==> config.mk <==
export PLATFORM = sky130hd
export DESIGN_NAME = store_wb_queue
export DESIGN_NICKNAME = d
export VERILOG_FILES = /design/src/rtl/sq_pkg.sv /design/src/rtl/sq_commit_scan.sv /design/src/rtl/sq_squash_walk.sv /design/src/rtl/sq_issue_plan.sv /design/src/rtl/store_wb_queue.sv
export SDC_FILE = /design/constraint.sdc
export NUM_CORES = 1
export LEC_CHECK = 0
export BUFFER_PORTS_ARGS = -buffer_cell sky130_fd_sc_hd__buf_2
export CORE_UTILIZATION = 57
export DETAILED_ROUTE_END_ITERATION = 6
export GPL_TIMING_DRIVEN = 0
export MAX_ROUTING_LAYER = met4
export PLACE_DENSITY = 0.74
export SLEW_MARGIN = 20
export SYNTH_ARGS = -nofsm -noshare
export SYNTH_HDL_FRONTEND = slang
export SYNTH_SLANG_ARGS = --single-unit
==> constraint.sdc <==
create_clock -name clk -period 24.2 [get_ports clk]
set_input_delay 1.21 -clock clk [delete_from_list [all_inputs] [get_ports clk]]
set_output_delay 1.21 -clock clk [all_outputs]
set_load 0.01 [all_outputs]
==> src/rtl/sq_pkg.sv <==
package sq_pkg;
    // Store kind; the cache command is the same encoding.
    typedef enum logic [1:0] {
        SQ_WRITE = 2'd0,
        SQ_SWAP  = 2'd1,
        SQ_COND  = 2'd2
    } sq_kind_e;
endpackage

==> src/rtl/sq_commit_scan.sv <==
// Commit scan: from head toward tail, marks unmarked stores with sequence
// number not above the committed youngest, stopping at the first younger
// unmarked one. Assumes sequence numbers do not wrap inside the queue.
module sq_commit_scan #(
    parameter int S    = 5,
    parameter int IW   = 3,
    parameter int SEQW = 8
) (
    input  logic            en,
    input  logic [IW-1:0]   head,
    input  logic [IW-1:0]   tail,
    input  logic [S-1:0]    canwb,
    input  logic [SEQW-1:0] seq [S],
    input  logic [SEQW-1:0] cseq,
    output logic [S-1:0]    mark
);
    function automatic logic [IW-1:0] nx(input logic [IW-1:0] i);
        return (i == IW'(S-1)) ? '0 : i + 1'b1;
    endfunction

    // Walk the queue once in order and collect the marks.
    always_comb begin
        logic [IW-1:0] p;
        logic          go;
        mark = '0;
        p    = head;
        go   = en;
        for (int i = 0; i < S; i++) begin
            if (go && p != tail) begin
                if (!canwb[p]) begin
                    if (seq[p] > cseq) go = 1'b0;
                    else               mark[p] = 1'b1;
                end
                p = nx(p);
            end else begin
                go = 1'b0;
            end
        end
    end
endmodule

==> src/rtl/sq_squash_walk.sv <==
// Squash walk: backward from tail, removes stores younger than the squash
// number and stops at the head or at the first store marked for writeback.
module sq_squash_walk #(
    parameter int S    = 5,
    parameter int IW   = 3,
    parameter int SEQW = 8
) (
    input  logic            en,
    input  logic [IW-1:0]   head,
    input  logic [IW-1:0]   tail,
    input  logic [S-1:0]    canwb,
    input  logic [SEQW-1:0] seq [S],
    input  logic [SEQW-1:0] sseq,
    output logic [S-1:0]    kill,
    output logic [IW-1:0]   new_tail
);
    function automatic logic [IW-1:0] pv(input logic [IW-1:0] i);
        return (i == '0) ? IW'(S-1) : i - 1'b1;
    endfunction

    // Step back from the tail while the entry may be removed.
    always_comb begin
        logic [IW-1:0] p;
        logic [IW-1:0] e;
        logic          go;
        kill = '0;
        p    = tail;
        go   = en;
        for (int i = 0; i < S; i++) begin
            e = pv(p);
            if (go && p != head && seq[e] > sseq && !canwb[e]) begin
                kill[e] = 1'b1;
                p = e;
            end else begin
                go = 1'b0;
            end
        end
        new_tail = p;
    end
endmodule

==> src/rtl/sq_issue_plan.sv <==
// Issue planner: from the writeback pointer, fills request lanes in order
// under the per-cycle port budget. Zero-size and failed conditional stores
// complete here without a lane. When blocked, only the held request is shown,
// and only while retry is high. Assumes marked stores have been executed.
module sq_issue_plan #(
    parameter int S   = 5,
    parameter int IW  = 3,
    parameter int P   = 2,
    parameter int SZW = 4
) (
    input  logic [IW-1:0]        wb,
    input  logic [IW-1:0]        tail,
    input  logic [S-1:0]         canwb,
    input  logic [SZW-1:0]       size [S],
    input  logic [S-1:0]         split,
    input  logic [S-1:0]         lockf,
    input  logic [1:0]           kind [S],
    input  logic                 pend,
    input  logic                 blocked,
    input  logic                 held_hi,
    input  logic                 retry,
    output logic [P-1:0]         lane_vld,
    output logic [P-1:0][IW-1:0] lane_idx,
    output logic [P-1:0]         lane_hi,
    output logic [P-1:0][1:0]    lane_cmd,
    output logic [IW-1:0]        wb_after,
    output logic                 pend_after,
    output logic [S-1:0]         cpl_int,
    output logic [S-1:0]         cpl_pre
);
    function automatic logic [IW-1:0] nx(input logic [IW-1:0] i);
        return (i == IW'(S-1)) ? '0 : i + 1'b1;
    endfunction

    // Build this cycle's lane contents and the pointer state that follows.
    always_comb begin
        logic [IW-1:0] p;
        logic          go;
        int            used;
        lane_vld   = '0;
        lane_idx   = '0;
        lane_hi    = '0;
        lane_cmd   = '0;
        cpl_int    = '0;
        cpl_pre    = '0;
        pend_after = 1'b0;
        p          = wb;
        used       = 0;
        go         = !blocked;
        if (blocked && retry) begin
            lane_vld[0] = 1'b1;
            lane_idx[0] = wb;
            lane_hi[0]  = held_hi;
            lane_cmd[0] = kind[wb];
        end
        if (!blocked && pend) begin
            lane_vld[0] = 1'b1;
            lane_idx[0] = wb;
            lane_hi[0]  = 1'b1;
            lane_cmd[0] = kind[wb];
            used        = 1;
            p           = nx(wb);
        end
        for (int i = 0; i < S; i++) begin
            if (go && used < P && p != tail && canwb[p]) begin
                if (size[p] == '0 || lockf[p]) begin
                    cpl_int[p] = 1'b1;
                    if (used == 0) cpl_pre[p] = 1'b1;
                    p = nx(p);
                end else begin
                    for (int k = 0; k < P; k++) begin
                        if (k == used) begin
                            lane_vld[k] = 1'b1;
                            lane_idx[k] = p;
                            lane_cmd[k] = kind[p];
                        end
                    end
                    used = used + 1;
                    if (split[p]) begin
                        if (used < P) begin
                            for (int k = 0; k < P; k++) begin
                                if (k == used) begin
                                    lane_vld[k] = 1'b1;
                                    lane_idx[k] = p;
                                    lane_hi[k]  = 1'b1;
                                    lane_cmd[k] = kind[p];
                                end
                            end
                            used = used + 1;
                            p = nx(p);
                        end else begin
                            pend_after = 1'b1;
                            go = 1'b0;
                        end
                    end else begin
                        p = nx(p);
                    end
                end
            end else begin
                go = 1'b0;
            end
        end
        wb_after = p;
    end
endmodule

==> src/rtl/store_wb_queue.sv <==
// Store queue writeback controller. Holds stores from dispatch until the
// cache completes them, with separate head, writeback and tail pointers over
// ENTRIES+1 slots. Assumes: no commit beyond a squash point in the same
// cycle, completions name issued stores, exec never targets a free slot.
module store_wb_queue
    import sq_pkg::*;
#(
    parameter int ENTRIES = 4,
    parameter int PORTS   = 2,
    parameter int SEQW    = 8,
    parameter int SZW     = 4,
    localparam int S      = ENTRIES + 1,
    localparam int IW     = $clog2(S),
    localparam int CW     = $clog2(ENTRIES + 1)
) (
    input  logic               clk,
    input  logic               rst_n,
    input  logic               alloc_valid,
    input  logic [SEQW-1:0]    alloc_seq,
    input  logic [1:0]         alloc_kind,
    output logic [IW-1:0]      alloc_idx,
    output logic               full,
    input  logic               exec_valid,
    input  logic [IW-1:0]      exec_idx,
    input  logic [SZW-1:0]     exec_size,
    input  logic               exec_split,
    input  logic               exec_lock_ok,
    input  logic               commit_valid,
    input  logic [SEQW-1:0]    commit_seq,
    input  logic               squash_valid,
    input  logic [SEQW-1:0]    squash_seq,
    output logic [PORTS-1:0]   req_valid,
    output logic [PORTS*IW-1:0] req_idx,
    output logic [PORTS-1:0]   req_high,
    output logic [PORTS*2-1:0] req_cmd,
    input  logic               cache_ready,
    input  logic               cache_retry,
    input  logic               cpl_valid,
    input  logic [IW-1:0]      cpl_idx,
    output logic [CW-1:0]      occupancy,
    output logic [CW-1:0]      wb_waiting,
    output logic               store_blocked
);
    function automatic logic [IW-1:0] nx(input logic [IW-1:0] i);
        return (i == IW'(S-1)) ? '0 : i + 1'b1;
    endfunction

    logic [IW-1:0]   head_q, tail_q, wb_q;
    logic [CW-1:0]   occ_q, wait_q;
    logic            blk_q, pend_q, hh_q;
    logic [S-1:0]    canwb_q, done_q, split_q, lockf_q;
    logic [SEQW-1:0] seq_q  [S];
    logic [1:0]      kind_q [S];
    logic [SZW-1:0]  size_q [S];

    logic               do_alloc, do_commit, exec_sc;
    logic [S-1:0]       exec_oh, mark, mark_eff, kill, cpl_int, cpl_pre;
    logic [S-1:0]       cpl_apply, cpl_vec, done_n, free_v;
    logic [IW-1:0]      sq_tail, wb_after, wb_n, head_n;
    logic               pend_after, pend_n, blk_n, hh_n;
    logic [PORTS-1:0]   lane_vld, lane_hi;
    logic [PORTS-1:0][IW-1:0] lane_idx;
    logic [PORTS-1:0][1:0]    lane_cmd;
    logic [CW-1:0]      freed;

    assign do_alloc  = alloc_valid && !full && !squash_valid;
    assign do_commit = commit_valid && !squash_valid;
    assign exec_oh   = exec_valid ? (S'(1) << exec_idx) : '0;
    assign exec_sc   = exec_valid && kind_q[exec_idx] == SQ_COND && !canwb_q[exec_idx];
    assign mark_eff  = mark & ~(exec_sc ? exec_oh : '0);

    sq_commit_scan #(.S(S), .IW(IW), .SEQW(SEQW)) u_scan (
        .en(do_commit), .head(head_q), .tail(tail_q), .canwb(canwb_q),
        .seq(seq_q), .cseq(commit_seq), .mark(mark));

    sq_squash_walk #(.S(S), .IW(IW), .SEQW(SEQW)) u_squash (
        .en(squash_valid), .head(head_q), .tail(tail_q), .canwb(canwb_q),
        .seq(seq_q), .sseq(squash_seq), .kill(kill), .new_tail(sq_tail));

    sq_issue_plan #(.S(S), .IW(IW), .P(PORTS), .SZW(SZW)) u_plan (
        .wb(wb_q), .tail(tail_q), .canwb(canwb_q), .size(size_q),
        .split(split_q), .lockf(lockf_q), .kind(kind_q), .pend(pend_q),
        .blocked(blk_q), .held_hi(hh_q), .retry(cache_retry),
        .lane_vld(lane_vld), .lane_idx(lane_idx), .lane_hi(lane_hi),
        .lane_cmd(lane_cmd), .wb_after(wb_after), .pend_after(pend_after),
        .cpl_int(cpl_int), .cpl_pre(cpl_pre));

    // Resolve the cache handshake into next pointer and blocked state.
    always_comb begin
        wb_n      = wb_q;
        pend_n    = pend_q;
        blk_n     = blk_q;
        hh_n      = hh_q;
        cpl_apply = '0;
        if (blk_q) begin
            if (cache_retry && cache_ready) begin
                blk_n = 1'b0;
                if (hh_q || !split_q[wb_q]) wb_n = nx(wb_q);
                else                        pend_n = 1'b1;
            end
        end else if (lane_vld != '0 && !cache_ready) begin
            blk_n     = 1'b1;
            hh_n      = lane_hi[0];
            wb_n      = lane_idx[0];
            pend_n    = 1'b0;
            cpl_apply = cpl_pre;
        end else begin
            wb_n      = wb_after;
            pend_n    = pend_after;
            cpl_apply = cpl_int;
        end
    end

    assign cpl_vec = cpl_apply | (cpl_valid ? (S'(1) << cpl_idx) : '0);
    assign done_n  = done_q | cpl_vec;

    // Advance the head over every consecutive completed store.
    always_comb begin
        logic [IW-1:0] p;
        logic          go;
        free_v = '0;
        freed  = '0;
        p      = head_q;
        go     = 1'b1;
        for (int i = 0; i < S; i++) begin
            if (go && p != tail_q && done_n[p]) begin
                free_v[p] = 1'b1;
                freed     = freed + 1'b1;
                p         = nx(p);
            end else begin
                go = 1'b0;
            end
        end
        head_n = p;
    end

    // Pointer, counter and per-slot flag registers.
    always_ff @(posedge clk) begin
        if (!rst_n) begin
            head_q  <= '0;
            tail_q  <= '0;
            wb_q    <= '0;
            occ_q   <= '0;
            wait_q  <= '0;
            blk_q   <= 1'b0;
            pend_q  <= 1'b0;
            hh_q    <= 1'b0;
            canwb_q <= '0;
            done_q  <= '0;
        end else begin
            head_q  <= head_n;
            tail_q  <= squash_valid ? sq_tail : (do_alloc ? nx(tail_q) : tail_q);
            wb_q    <= wb_n;
            blk_q   <= blk_n;
            pend_q  <= pend_n;
            hh_q    <= hh_n;
            occ_q   <= occ_q + CW'(do_alloc) - freed - CW'($countones(kill));
            wait_q  <= wait_q + CW'($countones(mark_eff)) + CW'(exec_sc)
                       - CW'($countones(cpl_vec));
            canwb_q <= (canwb_q | mark_eff | (exec_sc ? exec_oh : '0)) & ~free_v & ~kill;
            done_q  <= done_n & ~free_v;
        end
    end

    // Per-slot payload written at allocation and execution.
    always_ff @(posedge clk) begin
        if (!rst_n) begin
            split_q <= '0;
            lockf_q <= '0;
            for (int i = 0; i < S; i++) begin
                seq_q[i]  <= '0;
                kind_q[i] <= SQ_WRITE;
                size_q[i] <= '0;
            end
        end else begin
            if (do_alloc) begin
                seq_q[tail_q]  <= alloc_seq;
                kind_q[tail_q] <= alloc_kind;
            end
            if (exec_valid) begin
                size_q[exec_idx]  <= exec_size;
                split_q[exec_idx] <= exec_split;
                lockf_q[exec_idx] <= !exec_lock_ok;
            end
        end
    end

    assign alloc_idx     = tail_q;
    assign full          = occ_q == CW'(ENTRIES);
    assign occupancy     = occ_q;
    assign wb_waiting    = wait_q;
    assign store_blocked = blk_q;
    assign req_valid     = lane_vld;
    assign req_idx       = lane_idx;
    assign req_high      = lane_hi;
    assign req_cmd       = lane_cmd;

    a_r2_occ_bound: assert property (@(posedge clk) disable iff (!rst_n)
        occ_q <= CW'(ENTRIES));
    a_r3_waiting_within_occ: assert property (@(posedge clk) disable iff (!rst_n)
        wait_q <= occ_q);
    a_r10_blocked_quiet: assert property (@(posedge clk) disable iff (!rst_n)
        blk_q && !cache_retry |-> req_valid == '0);
    a_r7_pending_first: assert property (@(posedge clk) disable iff (!rst_n)
        pend_q && !blk_q |-> req_valid[0] && req_high[0]);
endmodule

==> flow_summary.toml <==
[synth]
synthFlopType = "dfxtp_1"
avgSynthCellArea_sq_um = 7.12
synthDistinctLibCells = 116
async_flop_share = 0
yosysSeqAreaShare = 0.111
syn_area_sq_um = 19400
yosysMostFrequentCell = "nor2_1"
ys_top_cells_by_area = "dfxtp_1, ha_1, mux2i_1"
synth_commonest_cells = "nor2_1, nand2_1, a21oi_1"
syn-num-nets = 2933
ys_ff_latch = 108
synth-edff-count = 0
synth_top_cell_by_area = "dfxtp_1"
synth_warnings = 0
synth_top_cell_area_share = 0.111
synthCells = 2728

[worst_hold_path]
holdCritPathClass = "reg -> reg"
min_from = "size_q[6]$_SDFFE_PN0P_"

[critical_path]
crit_fanout = 10
cpMostUsedCell = "ha_1"
r2r_start = "alloc_idx[0]$_SDFFE_PN0P_"
critPathLaunchType = "flip-flop"
cp_slowest_stage_delay_ns = 0.50
slowest_stage = "a21oi_1"
worst_path_dominant_cell_family = "compound AO/OA/AOI/OAI gates"
worstSetupPathType = "reg -> reg"
cp_num_buf_inv = 16
crit_arrival_ns = 23.50
startpoint = "alloc_idx[0]$_SDFFE_PN0P_"
crit_required_ns = 24.53
end_kind = "flip-flop"

[clock_tree]
cts_tree = "built"
cts_root_buf = "clkbuf_16"
h-tree-depth = 3
clk_path_buf_depth = 2
path_clk_slew_ns = 0.08
numCtsBuffers = 9
clk_latency_ns = 0.38
clkSinkCount = 108

[pwr]
p_sw_mw = 1.04
clkPwrFrac = 0.098
power.share.sequential = 0.114
vdd_ir_drop_max_v = 0.0000848
power_density_nw_per_um2 = 85.8
power_switching_share = 0.580
pwr-share-comb = 0.788
cellLeakagePower_nw = 8.43
internal_power_mw = 0.754

[global_route]
grt_pass1_wl_mm = 132
grt_util_all_layers = 0.504
antenna_found_initial = 2
first_global_vias = 22086
grt.overflow.total = 0
grt_start_max_net_pins = 20

[routing]
wirelength_mm = 88.8
vias = 23927
drtAntennaViolNets = 0
vias_per_cell = 7.33
drt-initial-drc-count = 3375
drc = 0
firstDrtPassIters = 7
wl_per_cell_microns = 27.2

[timing]
worst_hold_slack_ns = 0.483
fin_setup_tns_ns = 0
min_period_ns = 23.17
fin_skew_ns = 0.00923
hold_viol = 0
fin_crit_sh = 0.957
slew_violations = 0
max_freq_ghz = 0.0432
max-slew-margin-rel = 0.183
setup_viol = 0
worst_pin_slew_ns = 1.22

[die]
rows = 67
dieHeight_microns = 187
coreArea_sq_um = 33500
io_pins = 72
die_w_microns = 187
dieArea_sq_um = 34800
initial_utilization = 0.579

[layout]
fillers = 3085
drive_gt1_frac = 0.109
multi_input_area_sq_um = 16200
seqCellArea_sq_um = 2160
nets = 3015
area_growth_pct = 7.67
utilization = 0.624

[placement]
io_buffers = 68
routabilityCongestion = 1.12
post-dp-hpwl_mm = 66.5

[flow_run]
drv_cap = 0

[outcome]
run_status = "complete, no violations"
-- layer usage --
metal | track usage | wire length (microns) | up-vias
li1 | - | - | 10392
met1 | 0.570 | 31000 | 11065
met2 | 0.761 | 37900 | 1877
met3 | 0.126 | 11300 | 593
met4 | 0.396 | 8580 | 0
met5 | - | 0 | -
-- kinds of logic after synthesis --
kind of cell / Yosys count / synth area share
compound gates: 962 / 0.348
flops: 108 / 0.111
mux: 212 / 0.126
fa+ha+maj: 158 / 0.106
buf+inv: 323 / 0.0661
xor+xnor: 58 / 0.0273
simple gates: 907 / 0.216
-- worst min-delay path: stages (launching register included) --
cell and delay (ns):
dfxtp_1 0.33, nand2_1 0.06, a21oi_1 0.05
-- final timing paths --
path	to	slack, ns	cells past startpoint
setup reg to reg	occupancy[2]$_SDFF_PN0_	1.03	106
setup / recovery	occupancy[2]$_SDFF_PN0_	1.03	106
hold reg to reg	size_q[6]$_SDFFE_PN0P_	0.48	2
hold / removal	size_q[6]$_SDFFE_PN0P_	0.48	2
-- layout by cell type, fill, tap and decap left out, types with 23 or more instances in the layout --
cell	count
dfxtp_1	108
nor2_1	291
o22ai_1	53
mux2i_1	162
nand2_1	267
o21ai_0	111
ha_1	147
a22oi_1	63
inv_1	111
nor2b_1	23
a31oi_1	66
buf_2	92
a211oi_1	34
nand3_1	69
clkbuf_1	133
o22a_1	36
nand2b_1	32
a21o_1	34
xnor2_1	48
nor3_1	61
a21oi_1	249
-- power by group through the flow --
stage               logic, mW  clock network [mW]  registers [mW]
floorplan               0.989                   0           0.204
global placement         1.30                   0           0.208
detailed placement       1.33                   0           0.209
CTS                      1.34               0.171           0.205
global route             1.51               0.179           0.206
finish                   1.41               0.175           0.205
-- sequential cells by signal, indices dropped and copies added (netlist names), 5 cells and up --
register and count:
seq_q 40, canwb_q 5, size_q 20, lockf_q 5, done_q 5, kind_q 10, split_q 5
-- final cells by class --
cell class | instances | share of cell area
multi-input combinational | 2297 | 0.773
sequential | 108 | 0.103
buffer | 191 | 0.0386
tap | 448 | 0.0268
inverter | 128 | 0.0236
timing repair buffer | 75 | 0.0187
clock buffer | 9 | 0.0108
clock inverter | 6 | 0.00502
antenna | 4 | 0.000478
-- timing repair --
item	4_1_cts	5_1_grt
pin swaps	0	1
setup buffers	2	4
setup endpoints to repair	2	3
cloned	0	0
hold buffers	0	0
resized for setup	18	49
-- through the flow --
step,cells,power [mW],worst slack (ns),cell area [sq um]
2_1_floorplan,2728,1.19,3.40,19400
3_3_place_gp,3244,1.51,-2.90,20300
3_5_place_dp,3245,1.54,-1.61,20400
4_1_cts,3261,1.72,0.126,20800
5_1_grt,3264,1.90,-0.0264,20900
6_report,3266,1.80,1.03,20900
Power figures use the tool's default switching activity.
